==> src/rtl/sram_ctrl_pkg.sv <==
`timescale 1ns/1ps
package sram_ctrl_pkg;

    typedef enum logic [2:0] {
        ST_PWRUP   = 3'd0,
        ST_IDLE    = 3'd1,
        ST_RD_ACC  = 3'd2,
        ST_WR_REL  = 3'd3,
        ST_WR_DRV  = 3'd4,
        ST_WR_HOLD = 3'd5
    } state_e;

    // nanoseconds to whole cycles, rounded up, never below one
    function automatic int ns_to_cycles(input int t_ns, input int period_ns);
        int c;
        c = (t_ns + period_ns - 1) / period_ns;
        if (c < 1) c = 1;
        return c;
    endfunction

    function automatic int max_int(input int a, input int b);
        return (a > b) ? a : b;
    endfunction

endpackage

==> src/rtl/sram_dwell_counter.sv <==
`timescale 1ns/1ps
module sram_dwell_counter #(
    parameter int CNT_W = 4
) (
    input  logic             clk,
    input  logic             rst_n,
    input  logic             clear,
    output logic [CNT_W-1:0] count
);

    // cycles spent in the current state, saturating
    always_ff @(posedge clk or negedge rst_n) begin
        if (!rst_n) begin
            count <= '0;
        end else if (clear) begin
            count <= '0;
        end else if (count != '1) begin
            count <= count + 1'b1;
        end
    end

endmodule

==> src/rtl/sram_pwrup_timer.sv <==
`timescale 1ns/1ps
module sram_pwrup_timer #(
    parameter int WAIT_CYC = 100
) (
    input  logic clk,
    input  logic rst_n,
    output logic done
);

    localparam int TW = $clog2(WAIT_CYC + 1);
    localparam logic [TW-1:0] LIMIT = TW'(WAIT_CYC);

    logic [TW-1:0] elapsed;

    always_ff @(posedge clk or negedge rst_n) begin
        if (!rst_n) begin
            elapsed <= '0;
        end else if (elapsed != LIMIT) begin
            elapsed <= elapsed + 1'b1;
        end
    end

    assign done = (elapsed == LIMIT);

endmodule

==> src/rtl/sram_read_capture.sv <==
`timescale 1ns/1ps
module sram_read_capture #(
    parameter int DATA_W = 4
) (
    input  logic              clk,
    input  logic              rst_n,
    input  logic              capture,
    input  logic [DATA_W-1:0] pin_data,
    output logic [DATA_W-1:0] word_q,
    output logic              strobe_q
);

    always_ff @(posedge clk or negedge rst_n) begin
        if (!rst_n) begin
            word_q   <= '0;
            strobe_q <= 1'b0;
        end else begin
            strobe_q <= capture;
            if (capture) begin
                word_q <= pin_data;
            end
        end
    end

endmodule

==> src/rtl/sram_async_ctrl.sv <==
`timescale 1ns/1ps
module sram_async_ctrl
    import sram_ctrl_pkg::*;
#(
    parameter int ADDR_W        = 20,
    parameter int DATA_W        = 4,
    parameter int CLK_PERIOD_NS = 10,
    parameter int T_PWRUP_NS    = 1000,
    parameter int T_RC_NS       = 10,
    parameter int T_AA_NS       = 10,
    parameter int T_ACE_NS      = 10,
    parameter int T_DOE_NS      = 5,
    parameter int T_WC_NS       = 10,
    parameter int T_PWE_NS      = 7,
    parameter int T_SCE_NS      = 7,
    parameter int T_AW_NS       = 7,
    parameter int T_SD_NS       = 5
) (
    input  logic              clk,
    input  logic              rst_n,
    input  logic              req_valid,
    input  logic              req_write,
    input  logic [ADDR_W-1:0] req_addr,
    input  logic [DATA_W-1:0] req_wdata,
    output logic              req_ready,
    output logic              rd_valid,
    output logic [DATA_W-1:0] rd_data,
    output logic [ADDR_W-1:0] sram_addr,
    output logic              sram_ce_n,
    output logic              sram_we_n,
    output logic              sram_oe_n,
    output logic [DATA_W-1:0] sram_dq_o,
    output logic              sram_dq_oe,
    input  logic [DATA_W-1:0] sram_dq_i
);

    // every phase length derived from the nanosecond figures
    localparam int N_PWR  = ns_to_cycles(T_PWRUP_NS, CLK_PERIOD_NS);
    localparam int N_RD   = max_int(max_int(ns_to_cycles(T_RC_NS, CLK_PERIOD_NS),
                                            ns_to_cycles(T_AA_NS, CLK_PERIOD_NS)),
                                    max_int(ns_to_cycles(T_ACE_NS, CLK_PERIOD_NS),
                                            ns_to_cycles(T_DOE_NS, CLK_PERIOD_NS)));
    localparam int N_WLOW = max_int(max_int(ns_to_cycles(T_PWE_NS, CLK_PERIOD_NS),
                                            ns_to_cycles(T_SCE_NS, CLK_PERIOD_NS)),
                                    ns_to_cycles(T_AW_NS, CLK_PERIOD_NS));
    localparam int N_SD   = ns_to_cycles(T_SD_NS, CLK_PERIOD_NS);
    localparam int N_WC   = ns_to_cycles(T_WC_NS, CLK_PERIOD_NS);
    localparam int N_DRV  = max_int(max_int(N_WLOW - 1, N_SD), max_int(N_WC - 2, 1));
    localparam int CNT_W  = $clog2(max_int(N_RD, N_DRV) + 1);

    localparam logic [CNT_W-1:0] RD_LAST  = CNT_W'(N_RD - 1);
    localparam logic [CNT_W-1:0] DRV_LAST = CNT_W'(N_DRV - 1);

    state_e             state_q;
    state_e             state_d;
    logic [CNT_W-1:0]   dwell;
    logic               dwell_clr;
    logic               pwr_done;
    logic               accept;
    logic               capture;

    sram_pwrup_timer #(
        .WAIT_CYC (N_PWR)
    ) u_pwrup (
        .clk   (clk),
        .rst_n (rst_n),
        .done  (pwr_done)
    );

    sram_dwell_counter #(
        .CNT_W (CNT_W)
    ) u_dwell (
        .clk   (clk),
        .rst_n (rst_n),
        .clear (dwell_clr),
        .count (dwell)
    );

    sram_read_capture #(
        .DATA_W (DATA_W)
    ) u_rdcap (
        .clk      (clk),
        .rst_n    (rst_n),
        .capture  (capture),
        .pin_data (sram_dq_i),
        .word_q   (rd_data),
        .strobe_q (rd_valid)
    );

    assign accept = (state_q == ST_IDLE) && req_valid;

    // transitions
    always_comb begin
        state_d = state_q;
        unique case (state_q)
            ST_PWRUP:   if (pwr_done)          state_d = ST_IDLE;
            ST_IDLE:    if (req_valid)         state_d = req_write ? ST_WR_REL : ST_RD_ACC;
            ST_RD_ACC:  if (dwell == RD_LAST)  state_d = ST_IDLE;
            ST_WR_REL:                         state_d = ST_WR_DRV;
            ST_WR_DRV:  if (dwell == DRV_LAST) state_d = ST_WR_HOLD;
            ST_WR_HOLD:                        state_d = ST_IDLE;
            default:                           state_d = ST_PWRUP;
        endcase
    end

    assign dwell_clr = (state_d != state_q);
    assign capture   = (state_q == ST_RD_ACC) && (state_d == ST_IDLE);

    // state register
    always_ff @(posedge clk or negedge rst_n) begin
        if (!rst_n) begin
            state_q <= ST_PWRUP;
        end else begin
            state_q <= state_d;
        end
    end

    // registered pin outputs, decoded from the state being entered
    always_ff @(posedge clk or negedge rst_n) begin
        if (!rst_n) begin
            req_ready  <= 1'b0;
            sram_ce_n  <= 1'b1;
            sram_oe_n  <= 1'b1;
            sram_we_n  <= 1'b1;
            sram_dq_oe <= 1'b0;
            sram_addr  <= '0;
            sram_dq_o  <= '0;
        end else begin
            req_ready  <= (state_d == ST_IDLE);
            sram_ce_n  <= !(state_d inside {ST_RD_ACC, ST_WR_REL, ST_WR_DRV, ST_WR_HOLD});
            sram_oe_n  <= (state_d != ST_RD_ACC);
            sram_we_n  <= !(state_d inside {ST_WR_REL, ST_WR_DRV});
            sram_dq_oe <= (state_d inside {ST_WR_DRV, ST_WR_HOLD});
            if (accept) begin
                sram_addr <= req_addr;
                sram_dq_o <= req_wdata;
            end
        end
    end

endmodule

==> config.mk <==
export PLATFORM = sky130hd
export DESIGN_NAME = sram_async_ctrl
export DESIGN_NICKNAME = d
export VERILOG_FILES = /design/src/rtl/sram_ctrl_pkg.sv /design/src/rtl/sram_dwell_counter.sv /design/src/rtl/sram_pwrup_timer.sv /design/src/rtl/sram_read_capture.sv /design/src/rtl/sram_async_ctrl.sv
export SDC_FILE = /design/constraint.sdc
export NUM_CORES = 1
export LEC_CHECK = 0
export CORE_MARGIN = 4
export CORE_UTILIZATION = 48
export DETAILED_ROUTE_END_ITERATION = 7
export PLACE_DENSITY = 0.88
export SLEW_MARGIN = 40
export SYNTH_ARGS = -nofsm -noshare
export SYNTH_HDL_FRONTEND = slang
export SYNTH_SLANG_ARGS = --single-unit
==> constraint.sdc <==
create_clock -name clk -period 4.5 [get_ports clk]
set_input_delay 0.675 -clock clk [delete_from_list [all_inputs] [get_ports clk]]
set_output_delay 0.675 -clock clk [all_outputs]
set_load 0.01 [all_outputs]
### Word-level counts from Yosys, hierarchy flattened

Index checks and enable logic that the tools add are counted.

* register bits: 45
* output and inout bits: 34

* add/subtract/negate cells: 2
* equal/unequal tests: 14
* muxes and demuxes: 8
* reductions and logical operators: 8

Operators by type and width (number)
* one-hot mux 3 bit (6 select lines): 1
* equality test 3 x 2 -> 1 bit, second input constant: 4
* equality test 3 bit, second input constant: 4
* two-way mux 3 bit: 4
* adder 7 x 1 -> 7 bit, second input constant: 1
* equality test 7 bit, second input constant: 1
* inequality test 7 bit, second input constant: 1
* equality test 3 x 1 -> 1 bit, second input constant: 2
* nonzero test 2 bit: 2
* nonzero test 4 bit: 1
* logical NOT 3 bit: 1
* two-way mux 1 bit: 3
* inequality test 3 x 2 -> 1 bit, second input constant: 1
* inequality test 3 bit: 1
* logical AND 1 bit: 2
* logical NOT 1 bit: 2
* adder 1 bit, second input constant: 1

### Longest topological paths before layout

Gate-level depths: netlist of the first run.

* depth after elaboration: 6
* mapped depth: 5
* depth with buffers taken out: 5

### Modules after synthesis

From an unflattened synthesis of the first run, not the netlist that was laid out.

* cells, all modules: 131
* area, all modules: 1895.6 um^2

Modules (own cells, without submodules)
* sram_async_ctrl: instances 1, cells each 93, area an instance 1342.5 um^2
* sram_pwrup_timer: instances 1, cells each 27, area an instance 354.1 um^2
* sram_read_capture: instances 1, cells each 9, area an instance 170.2 um^2
* sram_dwell_counter: instances 1, cells each 2, area an instance 28.8 um^2

### Worst setup path before layout of the first run

Ideal clock, no wire load.

* path kind: input-to-reg
* start: input req_write
* end: register state_q[0]
* arrival: 1.541 ns
* data required time: 4.358 ns
* setup slack: 2.817 ns
* cell stages on the path: 3
* cell sequence: or3b_2 -> a211oi_1 -> o41ai_1

* longest elaborated chain between the ends: 3

Ends and longest elaborated chain
* start, declared: RTL line sram_async_ctrl.sv:22 `input logic req_write,`
* two-way mux 1 bit: RTL line sram_async_ctrl.sv:97 `ST_IDLE: if (req_valid) state_d = req_write ? ST_WR_REL : ST_RD_ACC;`
* two-way mux 3 bit: RTL line sram_async_ctrl.sv:97
* one-hot mux 3 bit (6 select lines): RTL line sram_async_ctrl.sv:95 `unique case (state_q)`
* named net state_d[0]: RTL line sram_async_ctrl.sv:55 `state_e state_d;`
* end signal, assigned: RTL line sram_async_ctrl.sv:114 `state_q <= state_d;`
* end, declared: RTL line sram_async_ctrl.sv:54 `state_e state_q;`

The timed path passes the listed nets, and every way through them passes these cells.
A chain may end at the register's enable or synchronous reset.

### Final worst setup path of the first run

* start: input req_valid
* end: register state_q[0]

* longest elaborated chain between the ends: 2

Ends and longest elaborated chain
* start, declared: RTL line sram_async_ctrl.sv:21 `input logic req_valid,`
* two-way mux 3 bit: RTL line sram_async_ctrl.sv:97
* one-hot mux 3 bit (6 select lines): RTL line sram_async_ctrl.sv:95
* named net state_d[0]: RTL line sram_async_ctrl.sv:55

The timed path passes the listed nets, and every way through them passes these cells.

==> qor.csv, run 1 <==
stage,metric,value,unit
drt,routed vias/inst,5.10,
power,Internal Power,1.12,mW
cells_and_area,Antenna diodes,0,
drt,# DRC,0,
drt,"antenna viol nets, final",0,
power,Gate power share,0.408,
floorplan,Initial Util,0.504,
grt,vias in the first global route,1290,
floorplan,row count,22,
clock_network,Max H-tree Level,2,
cells_and_area,final net count,233,
clock_network,CTS buffer count,5,
worst_setup_path,r2r startpoint,state_q[0],
drt,initial DRC count,37,
power,Net Sw Frac,0.293,
place,placed inst area,2540,um^2
power,power share of the clock group,0.167,
timing,setup violators final,0,
place,placer congestion estimate,0.881,
floorplan,Die X,70.2,um
synthesis,Syn Area/Cell,14.3,um^2
drt,DR WL/cell,15.4,um
timing,Final min period,2.06,ns
clock_network,post-cts sizing count,0,
synthesis,Netlist Area Pre-Place,1860,um^2
timing,unrepaired setup endpoints after global routing,false,
synthesis,register area share after synthesis,0.608,
timing,setup TNS,0,ns
power,worst vdd ir,0.374,mV
worst_setup_path,Crit Path Class,in -> reg,
power,Leak,1.09,nW
timing,"Slew Viols, Final",0,
place,dpl hpwl,2880,um
power,total power,1.58,mW
synthesis,syn nets,165,
worst_setup_path,reg-to-reg setup timing slack,2.65,ns
cells_and_area,fin area,2640,um^2
worst_setup_path,critical-path maximum fanout,6,
synthesis,synth warn,0,
clock_network,CTS tree,yes,
grt,grt ovf,0,
place,port buffer count,65,
cells_and_area,"commonest non-fill, non-tap cell in the layout",clkdlybuf4s50_1,
timing,Slew headroom,0.553,
floorplan,Core ar.,3690,um^2
drt,WL final,3800,um
floorplan,Ports,66,
clock_network,Clock Root Buffer,clkbuf_8,
grt,pin count of the biggest net entering global routing,46,
grt,Total GRT Usage,0.165,
drt,Pre-Repair DR Iteration Count,4,
synthesis,number of library cell types mapped by synthesis,33,
floorplan,die area,4930,um^2
clock_network,Clock Sinks,45,
clock_network,Post-CTS Setup Bufs,0,
timing,count of final hold-check violations,0,
grt,first-pass GRT wire length,6270,um
min_path,HP Class,in -> async,
timing,FMAX,0.485,GHz
power,Power Density,599,nW/um^2
cells_and_area,share of cells above drive strength 1,0.221,
power,part of the power in registers,0.425,
timing,Tcrit/Tclk final,0.458,
cells_and_area,P&R area growth vs syn,42.1,%
grt,antenna violations before repair,0,
synthesis,Synth Instances,130,
worst_setup_path,Critical Path Start Type,input pin,
clock_network,Clock Latency Late Sink,0.30,ns
cells_and_area,Layout Utilization,0.716,
run,MaxCap Viol Count,0,
clock_network,Clock Pin Slew Worst Setup and Hold Paths,0.08,ns
worst_setup_path,R2R depth,4,
cells_and_area,most frequent cells in the layout,"clkdlybuf4s50_1, dfrtp_1, mux2_2, clkbuf_8, inv_1",
worst_setup_path,CP Capture Type,flip-flop,
floorplan,Die Height,70.2,um
timing,worst clock skew,0.00817,ns
clock_network,hold buffer count at cts,0,
run_status,status,"finished, final reports clean",
worst_setup_path,WP data required,4.66,ns
clock_network,CTS Buffer Depth,2,
synthesis,Yosys reg bits,45,
power,Net Switching,0.464,mW
worst_setup_path,RR Endpoint,sram_addr[11],
worst_setup_path,crit path DAT,2.22,ns
drt,vias,1259,
timing,Worst-Margin Slew,0.669,ns
## power groups by stage
stage	clock, mW	combinational, mW	sequential [mW]
global route	0.290	0.692	0.697
floorplan	0	0.235	0.727
global placement	0	0.639	0.667
detailed placement	0	0.655	0.684
finish	0.265	0.646	0.673
CTS	0.274	0.657	0.676
## state kept, by name (all words and copies together) (netlist names)
name / flops
sram_addr: 20
u_pwrup.elapsed: 7
sram_dq_o: 4
u_rdcap.word_q: 4
state_q: 3
req_ready: 1
sram_ce_n: 1
sram_dq_oe: 1
sram_oe_n: 1
sram_we_n: 1
u_dwell.count: 1
u_rdcap.strobe_q: 1
## how the worst max path moves through the flow
stage               from    endpoint  slack, ns  cells after the start
3_5_place_dp   req_valid  state_q[0]       2.13                      4
2_1_floorplan  req_write  state_q[0]       2.82                      3
6_report       req_valid  state_q[0]       2.44                      4
5_1_grt        req_valid  state_q[0]       2.39                      4
3_3_place_gp   req_valid  state_q[0]       2.20                      4
4_1_cts        req_valid  state_q[0]       2.44                      4
## per-layer routing
metal | share of wire | vias up | global-route usage
li1 | - | 599 | -
met3 | 0.058 | 7 | 0.0547
met4 | 0.014 | 0 | 0.0574
met5 | 0 | - | 0
met1 | 0.37 | 616 | 0.167
met2 | 0.56 | 37 | 0.310
## synth_stat cells
cell	number	area, um^2
a211oi_1	1	7.51
clkbuf_1	3	11.3
nand2_1	1	3.75
nand4b_1	1	8.76
dfstp_2	3	78.8
o21ai_0	3	15.0
a31oi_1	1	6.26
nor4bb_1	1	10.0
nor3b_1	1	7.51
buf_6	2	22.5
nor2b_1	1	6.26
nor2_1	2	7.51
nand3b_1	4	30.0
dfrtp_1	42	1050
inv_1	5	18.8
a21oi_1	3	15.0
mux2_2	28	315
xor2_1	2	17.5
and3_1	2	12.5
or3b_2	1	8.76
mux2_1	1	11.3
nor3_1	2	10.0
o41ai_1	1	8.76
nor4b_1	1	8.76
nor4b_4	1	23.8
xnor2_1	4	35.0
ha_1	3	37.5
or4_1	1	7.51
nand3_1	4	20.0
or3_1	1	6.26
nand2b_1	2	12.5
a311oi_1	1	8.76
nor4b_2	1	15.0
## kinds of logic (layout without fill, tap and decap cells)
group | after synthesis | count (layout) | synth area share
compound gates | 10 | 10 | 0.0330
xor+xnor | 6 | 6 | 0.0283
fa+ha+maj | 3 | 3 | 0.0202
buf+inv | 10 | 79 | 0.0283
flops | 45 | 45 | 0.608
mux | 29 | 29 | 0.176
simple gates | 27 | 27 | 0.107
## critical path, cell delays in order
cell and delay (ns):
clkdlybuf4s50_1 0.58, or3b_2 0.46, a211oi_1 0.36, o41ai_1 0.14
## stage by stage
| stage | setup slack (ns) | hold WS (ns) | cells |
|---|---|---|---|
| after CTS | 2.44 | 0.375 | 247 |
| final | 2.44 | 0.360 | 247 |
| after floorplan | 2.82 | 0.379 | 130 |
| after global routing | 2.39 | 0.409 | 247 |
| after detailed placement | 2.13 | 0.476 | 239 |
| after global placement | 2.20 | 0.462 | 239 |
## cell type report
class / instances / area, um^2
Sequential cell: 45 / 1130
Fill cell: 245 / 1050
Multi-Input combinational cell: 75 / 677
Timing Repair Buffer: 66 / 656
Clock buffer: 7 / 96.3
Tap cell: 48 / 60.1
Inverter: 5 / 18.8
Clock inverter: 1 / 5.00
Power figures use the tool's default switching activity.
==> run 2, diff against run 1 <==
--- a/config.mk
+++ b/config.mk
@@ -6,9 +6,9 @@
 export NUM_CORES = 1
 export LEC_CHECK = 0
 export CORE_MARGIN = 4
-export CORE_UTILIZATION = 48
+export CORE_UTILIZATION = 44
 export DETAILED_ROUTE_END_ITERATION = 7
-export PLACE_DENSITY = 0.88
+export PLACE_DENSITY = 0.82
 export SLEW_MARGIN = 40
 export SYNTH_ARGS = -nofsm -noshare
 export SYNTH_HDL_FRONTEND = slang
==> constraint.sdc (replaced) <==
create_clock -name clk -period 1.9 [get_ports clk]
set_input_delay 0.285 -clock clk [delete_from_list [all_inputs] [get_ports clk]]
set_output_delay 0.285 -clock clk [all_outputs]
set_load 0.01 [all_outputs]
==> qor.csv, run 2 (same netlist as run 1, synthesis figures left out) <==
stage,metric,value,unit,change
run_status,status,"finished, final reports clean",,
timing,Worst-Margin Slew,0.488,ns,-0.181 ns
drt,routed vias/inst,4.98,,-2.2%
grt,Total GRT Usage,0.167,,+0.00265
drt,Routed met2 length,2170,um,+2.6%
worst_setup_path,worst path bufs/invs,0,,-1
floorplan,die area,5330,um^2,+8.0%
worst_setup_path,"CP delay by family, top",flip-flops,,
timing,worst clock skew,0.00272,ns,-0.00544 ns
worst_setup_path,Critical Path Start Type,flip-flop,,
timing,count of final hold-check violations,0,,unchanged
drt,"antenna viol nets, final",0,,unchanged
timing,unrepaired setup endpoints after global routing,false,,
place,pre-CTS WS,0.0136,ns,-2.11 ns
clock_network,Post-CTS Setup Bufs,0,,unchanged
floorplan,Ports,66,,unchanged
cells_and_area,top flop regs,"sram_addr (20), u_pwrup.elapsed (7)",,
cells_and_area,max reg flops,20,,unchanged
cells_and_area,P&R area growth vs syn,46.0,%,
cells_and_area,share of cells above drive strength 1,0.239,,+0.0179
drt,DRT met1 WL,1590,um,+13%
cells_and_area,Antenna diodes,0,,unchanged
worst_setup_path,CP Cell Sequence,"or3b_2, a211oi_1, o41ai_1",,
run,MaxCap Viol Count,0,,unchanged
grt,first-pass GRT wire length,6820,um,+8.8%
worst_setup_path,crit path DAT,1.85,ns,-0.37 ns
grt,antenna violations before repair,0,,unchanged
worst_setup_path,slowest cell on the critical path,dfrtp_1,,
timing,setup TNS,0,ns,unchanged
floorplan,Core ar.,4060,um^2,+10%
place,port buffer count,65,,unchanged
grt,grt ovf,0,,unchanged
worst_setup_path,critical-path maximum fanout,14,,+8
timing,Final min period,1.69,ns,
clock_network,Clock Sinks,45,,unchanged
drt,Pre-Repair DR Iteration Count,3,,-1
timing,setup violators final,0,,unchanged
timing,Slew headroom,0.675,,+0.122
clock_network,CTS tree,yes,,
clock_network,Clock Latency Late Sink,0.29,ns,about the same
grt,pin count of the biggest net entering global routing,26,,-43%
drt,vias,1271,,+0.95%
clock_network,CTS Buffer Depth,2,,unchanged
drt,metal3 WL,252,um,+15%
clock_network,hold buffer count at cts,1,,+1
worst_setup_path,Crit Path Class,reg -> reg,,
power,Power Density,1390,nW/um^2,+130%
worst_setup_path,RR Endpoint,state_q[0],,
grt,vias in the first global route,1392,,+7.9%
timing,Tcrit/Tclk final,0.891,,
cells_and_area,most flop-heavy register,sram_addr,,
worst_setup_path,WP data required,2.05,ns,-2.61 ns
worst_setup_path,CP Capture Type,flip-flop,,
drt,WL final,4050,um,+6.6%
floorplan,Die X,73.0,um,+3.9%
clock_network,Clock Pin Slew Worst Setup and Hold Paths,0.08,ns,about the same
worst_setup_path,CP peak stage delay,0.53,ns,-0.05 ns
floorplan,Initial Util,0.458,,-0.0459
cells_and_area,"commonest non-fill, non-tap cell in the layout",clkdlybuf4s50_1,,
power,Leak,1.12,nW,+3.4%
place,placer congestion estimate,0.870,,-1.2%
timing,Hold Slack,0.480,ns,+0.119 ns
timing,"Slew Viols, Final",0,,unchanged
drt,initial DRC count,31,,-16%
drt,DR WL/cell,15.9,um,+3.2%
clock_network,CTS buffer count,5,,unchanged
worst_setup_path,r2r startpoint,state_q[2],,
clock_network,Max H-tree Level,2,,unchanged
min_path,HP Class,in -> async,,
clock_network,Clock Root Buffer,clkbuf_8,,
cells_and_area,most frequent cells in the layout,"clkdlybuf4s50_1, dfrtp_1, mux2_2, clkbuf_8, inv_1",,
drt,top layer in use,met4,,
clock_network,post-cts sizing count,0,,unchanged
cells_and_area,final net count,239,,+2.6%
timing,FMAX,0.591,GHz,
power,worst vdd ir,0.874,mV,+130%
timing,final setup margin,0.207,ns,-2.23 ns
floorplan,row count,23,,+4.5%
worst_setup_path,reg-to-reg setup timing slack,0.21,ns,-2.44 ns
worst_setup_path,Crit. Startpoint,state_q[2],,
drt,# DRC,0,,unchanged
place,dpl hpwl,3110,um,+8.0%
floorplan,Die Height,73.0,um,+3.9%
worst_setup_path,R2R depth,3,,-1
run 2: cell types whose count changed in the layout (fill, tap and decap cells not counted):
cell,delta
buf_12,+2
buf_2,+1
buf_4,+2
dlygate4sd3_1,+1
run 2: how the worst max path moves through the flow:
stage,slack [ns],endpoint,cells past startpoint
6_report,0.21,state_q[0],3
5_1_grt,0.1,state_q[0],3
4_1_cts,0.21,state_q[0],3
3_5_place_dp,0.01,state_q[0],4
3_3_place_gp,0.06,state_q[0],4
2_1_floorplan,0.33,u_pwrup.elapsed[1],5
run 2: power by group:
| part | total [mW] | switching, mW | internal [mW] | leakage, nW |
|---|---|---|---|---|
| Clock | 0.619 | 0.291 | 0.328 | 0.0542 |
| Sequential | 1.59 | 0.245 | 1.34 | 0.542 |
| Combinational | 1.58 | 0.570 | 1.01 | 0.528 |
| Total | 3.79 | 1.11 | 2.68 | 1.12 |
run 2: area by class of cell:
class / count / area, um^2
inverters: 5 / 18.8
clock inverters: 1 / 5.00
repair buffers: 72 / 726
clock buffers: 7 / 96.3
flip-flops and latches: 45 / 1130
well taps: 50 / 62.6
multi-input cells: 75 / 677
fillers: 282 / 1340
run 2: stage by stage:
stage	std cells	total power, mW	area [um^2]	utilization
2_1_floorplan	130	2.28	1860	-
3_3_place_gp	246	3.12	2600	0.642
3_5_place_dp	246	3.21	2600	0.642
4_1_cts	255	3.85	2720	0.669
5_1_grt	255	4.04	2720	0.669
6_report	255	3.79	2720	0.669
run 2: worst register-to-register path, cell delays in order, from the launching register on:
cell and delay, ns:
dfrtp_1 0.53, or3b_2 0.54, a211oi_1 0.35, o41ai_1 0.14
run 2: metal layers:
layer	vias to the layer above	global-route usage
met5	-	0
met4	0	0.0492
met3	5	0.0427
met2	35	0.299
met1	624	0.197
li1	607	-
